## src/rtl/l1_ind_status.sv

```systemverilog
module l1_ind_status #(
  parameter int CODE_W = 4
) (
  input  logic              clk,
  input  logic              rst_n,
  input  logic              soft_rst,
  input  logic              slave_mode,
  input  logic              ind_vld,
  input  logic [CODE_W-1:0] ind_code,
  input  logic              sch_vld,
  input  logic [CODE_W-1:0] sch_code,
  input  logic              rd_ind,
  input  logic              rd_sch,
  output logic [7:0]        rd_data,
  output logic              irq
);
  localparam int PAD_W = 6 - CODE_W;
  localparam logic [CODE_W-1:0] IDLE = '1;

  logic [CODE_W-1:0] cur, q, sch_last;
  logic              icc, qv, sch_flag;
  logic [CODE_W-1:0] n_cur, n_q;
  logic              n_icc, n_qv;

  wire [CODE_W-1:0] last    = qv ? q : cur;
  wire              ind_new = ind_vld && (ind_code != last);
  wire              sch_new = sch_vld && (sch_code != sch_last);

  // read retires first, then a new code is queued behind the result
  always_comb begin
    n_cur = cur; n_q = q; n_qv = qv; n_icc = icc;
    if (rd_ind) begin
      if (qv) begin n_cur = q; n_qv = 1'b0; end
      else n_icc = 1'b0;
    end
    if (ind_new) begin
      if (!n_icc) begin n_cur = ind_code; n_icc = 1'b1; end
      else begin n_q = ind_code; n_qv = 1'b1; end
    end
  end

  always_ff @(posedge clk or negedge rst_n) begin
    if (!rst_n) begin
      cur <= IDLE; q <= IDLE; qv <= 1'b0; icc <= 1'b0;
      sch_last <= '0; sch_flag <= 1'b0;
    end else if (soft_rst) begin
      cur <= IDLE; q <= IDLE; qv <= 1'b0; icc <= 1'b0;
      sch_last <= '0; sch_flag <= 1'b0;
    end else begin
      cur <= n_cur; q <= n_q; qv <= n_qv; icc <= n_icc;
      if (sch_vld) sch_last <= sch_code;
      if (slave_mode)   sch_flag <= 1'b0;
      else if (sch_new) sch_flag <= 1'b1;
      else if (rd_sch)  sch_flag <= 1'b0;
    end
  end

  wire sch_vis = sch_flag & ~slave_mode;
  assign rd_data = soft_rst ? 8'h00 : {sch_vis, icc, {PAD_W{1'b0}}, cur};
  assign irq     = ~soft_rst & (icc | sch_vis);

  assert_soft_exit_R10: assert property (@(posedge clk) disable iff (!rst_n)
    soft_rst ##1 !soft_rst |-> rd_data == {2'b00, {PAD_W{1'b0}}, IDLE});

  assert_irq_or_R11: assert property (@(posedge clk) disable iff (!rst_n)
    irq == (rd_data[7] | rd_data[6]));

  assert_slave_quiet_R9: assert property (@(posedge clk) disable iff (!rst_n || soft_rst)
    slave_mode && $past(slave_mode) |-> !sch_flag);

  assert_sch_sticky_R8: assert property (@(posedge clk) disable iff (!rst_n || soft_rst)
    sch_flag && !rd_sch && !slave_mode |=> sch_flag);

  assert_read_clear_R7: assert property (@(posedge clk) disable iff (!rst_n || soft_rst)
    rd_ind && icc && !qv && !ind_vld |=> !icc);

  assert_queue_advance_R5: assert property (@(posedge clk) disable iff (!rst_n || soft_rst)
    rd_ind && qv && !ind_vld |=> icc && cur == $past(q));

  assert_same_code_R4: assert property (@(posedge clk) disable iff (!rst_n || soft_rst)
    ind_vld && ind_code == last && !rd_ind |=> $stable(rd_data[6:0]));
endmodule

```

## config.mk

```make
export PLATFORM = sky130hd
export DESIGN_NAME = l1_ind_status
export DESIGN_NICKNAME = d
export VERILOG_FILES = /design/src/rtl/l1_ind_status.sv
export SDC_FILE = /design/constraint.sdc
export NUM_CORES = 1
export LEC_CHECK = 0
export BUFFER_PORTS_ARGS = -buffer_cell sky130_fd_sc_hd__buf_2
export CAP_MARGIN = 40
export CORE_UTILIZATION = 30
export CTS_CLUSTER_SIZE = 10
export DETAILED_ROUTE_END_ITERATION = 10
export HOLD_SLACK_MARGIN = 0.06
export PLACE_DENSITY_LB_ADDON = 0.3
export SLEW_MARGIN = 20
export SYNTH_ARGS = -nofsm -noshare
export SYNTH_HDL_FRONTEND = slang
export SYNTH_SLANG_ARGS = --single-unit
```

## constraint.sdc

```tcl
create_clock -name clk -period 2.1 [get_ports clk]
set_input_delay 0.21 -clock clk [delete_from_list [all_inputs] [get_ports clk]]
set_output_delay 0.21 -clock clk [all_outputs]
set_load 0.03 [all_outputs]
```

==> results_dict.tcl <==
set metrics [dict create \
    status "completed" \
    die_height_um 56.6 \
    p_leak_nw 0.460 \
    power_frac_clock 0.258 \
    fillers 292 \
    io_buffers 22 \
    p_int_w 0.000443 \
    mostFrequentLayoutCell "buf_2" \
    ys.flop_type "dfstp_2" \
    rsz0062_at_grt "false" \
    ys_types 23 \
    die_area_um2 3200 \
    ys_seq_area_frac 0.431 \
    place_congestion 0.784 \
    final_cell_mix "buf_2 (22), mux2i_1 (16), nor2_1 (13)" \
    synth_edf_count 0 \
    cts_root_buf "clkbuf_4" \
    holdWs_ns 0.210 \
    grt_max_degree 26 \
    powerDensity_nw_per_um2 601 \
    syn_avg_cell_area_um2 10.3 \
    finalSetupTns_ns 0 \
    crit_required_ns 2.31 \
    end_kind "flip-flop" \
    core_area_um2 2780 \
    cp.arrival_ns 2.07 \
    h-tree-depth 1 \
    dr.first_iter.drc_count 6 \
    wl_per_cell_um 13.5 \
    layout-drive-gt1-share 0.376 \
    diodes 0 \
    crit_path_max_fanout 11 \
    boundaryPins 25 \
    synth_top_area_cell "dfstp_2" \
    clock_latency_ns 0.28 \
    synth_top_area_frac 0.235 \
    path_class "reg2reg" \
    peakVddDrop_mv 0.302 \
    report.power.total_w 0.000632 \
    p_comb_frac 0.229 \
    overflow 0 \
    synthCells 87 \
    placed_cell_area_um2 1000 \
    design_area_um2 1050 \
    grt.total_usage 0.133 \
    area_delta_synth_final_pct 17.8 \
    fin_crit_sh 0.884 \
    yosys_warnings 0 \
    syn_area_um2 893 \
    cts_buffers 3 \
    cts.sinks 15 \
    tightest_slew_ns 0.554 \
    cp_slowest_cell "dfrtp_2" \
    finish.utilization 0.378 \
    hpwl_um 1470 \
    synth_area_leaders "dfstp_2 (24%), dfrtp_1 (20%), mux2i_1 (18%), xnor2_1 (7.8%), nor2b_1 (5.6%)" \
    vias_per_cell 4.89 \
    cts.clk_slew.worst_paths_ns 0.09 \
    cp-start-kind "flip-flop" \
    drc_errors 0 \
    switching_power_w 0.000189 \
    cap_violations 0 \
    critical-path-max-stage-delay_ns 0.50 \
    finClkSkew_ns 0.00101 \
    wl_met3_um 33 \
    cts_tree "done" \
    path_buf_inv 0 \
    rows 19 \
    crit_family "flip-flops" \
    synth_seq_cells 15 \
    hold_class "in2reg" \
    switching_share 0.300 \
    post-route-min-period_ns 1.86 \
    fin_nets 126 \
    drtAntennaViolNets 0 \
    grt_pass1_wl_um 3170 \
    initial_core_util 0.321 \
    grt_pass1_vias 715 \
    wl_met2_um 955 \
    finalWirelength_um 1890 \
    cts_buffer_depth 2 \
    vias 685 \
    clock.fmax_mhz 539 \
    finalHoldViolations 0 \
    setup_viol 0 \
    met1_length_um 871 \
    crit_top_cell "mux2i_1" \
    die_w_um 56.6 \
    async_flop_share 1.00 \
    max-slew-margin-rel 0.630 \
    p_seq_frac 0.514 \
    slew_violations 0 \
    path_cells "mux2i_1 -> xnor2_1 -> o41ai_2 -> nor2b_1 -> mux2i_1" \
    drtPass1Iterations 4 \
    antenna_found_initial 0 \
    top_layer "met4" \
]
-- layout make-up --
type                            instances  area (µm²)  area share
Inverter                                1        3.75     0.00357
Timing Repair Buffer                   24         130       0.124
Tap cell                               31        38.8      0.0369
Clock buffer                            3        22.5      0.0214
Clock inverter                          1        5.00     0.00476
Multi-Input combinational cell         65         465       0.442
Sequential cell                        15         387       0.367
-- synth_stat cells (2+ instances only) --
cell type,number
mux2i_1,16
nor2_1,13
dfstp_2,8
nor2b_1,8
xnor2_1,8
dfrtp_1,7
a211oi_1,4
and3_2,4
clkbuf_1,3
a21oi_1,2
buf_4,2
-- routing by layer --
metal | up-vias | global-route usage
li1 | 336 | -
met1 | 338 | 0.161
met2 | 9 | 0.213
met3 | 2 | 0.0276
met4 | 0 | 0.0836
met5 | - | 0
-- state kept, by name, summed over array words and instances (netlist names) --
name      count
qv            1
q             4
sch_last      4
cur           4
icc           1
sch_flag      1
-- stage by stage --
stage	instances	setup WS [ns]
6_report	140	0.244
5_1_grt	140	0.0312
4_1_cts	139	0.130
3_3_place_gp	134	0.238
3_5_place_dp	134	0.170
2_1_floorplan	88	0.462
-- power groups by stage --
stage | sequential [W] | combinational, W | clock, W
3_3_place_gp | 0.000329 | 0.000140 | 0
5_1_grt | 0.000327 | 0.000158 | 0.000190
4_1_cts | 0.000325 | 0.000145 | 0.000171
3_5_place_dp | 0.000330 | 0.000143 | 0
6_report | 0.000325 | 0.000145 | 0.000163
2_1_floorplan | 0.000325 | 0.000104 | 0
-- repair_timing --
action	in CTS	in global routing
setup endpoints to repair	0	8
hold endpoints to repair	7	1
resized for setup	0	1
setup buffers	0	0
hold buffers	1	1
-- kinds of logic after synthesis --
kind of cell,share of synthesized area
and+or+nand+nor,0.176
xor gates and xnor gates,0.0784
DFF,0.431
other,0.00420
AOI/OAI and AO/OA,0.0784
muxes,0.179
buffers and inverters,0.0518
-- worst reg2reg max path, delay by kind of cell (launching register included) --
family / cells / cell delay (ns)
AO/OA/AOI/OAI: 1 / 0.15
XOR/XNOR: 1 / 0.17
flip-flops: 1 / 0.50
AND/OR/NAND/NOR: 1 / 0.47
multiplexers: 2 / 0.51
-- worst paths after layout --
check	startpoint	to	slack (ns)	cells after the start
max in group asynchronous	rst_n	cur[1]	1.45	2
min	sch_code[2]	sch_last[2]	0.21	3
max reg2reg	qv	cur[2]	0.24	5
min in group asynchronous	rst_n	sch_last[0]	0.36	2
min reg2reg	q[3]	q[3]	0.54	2
max	qv	cur[2]	0.24	5
No activity file was read; power rests on OpenSTA's default activity.
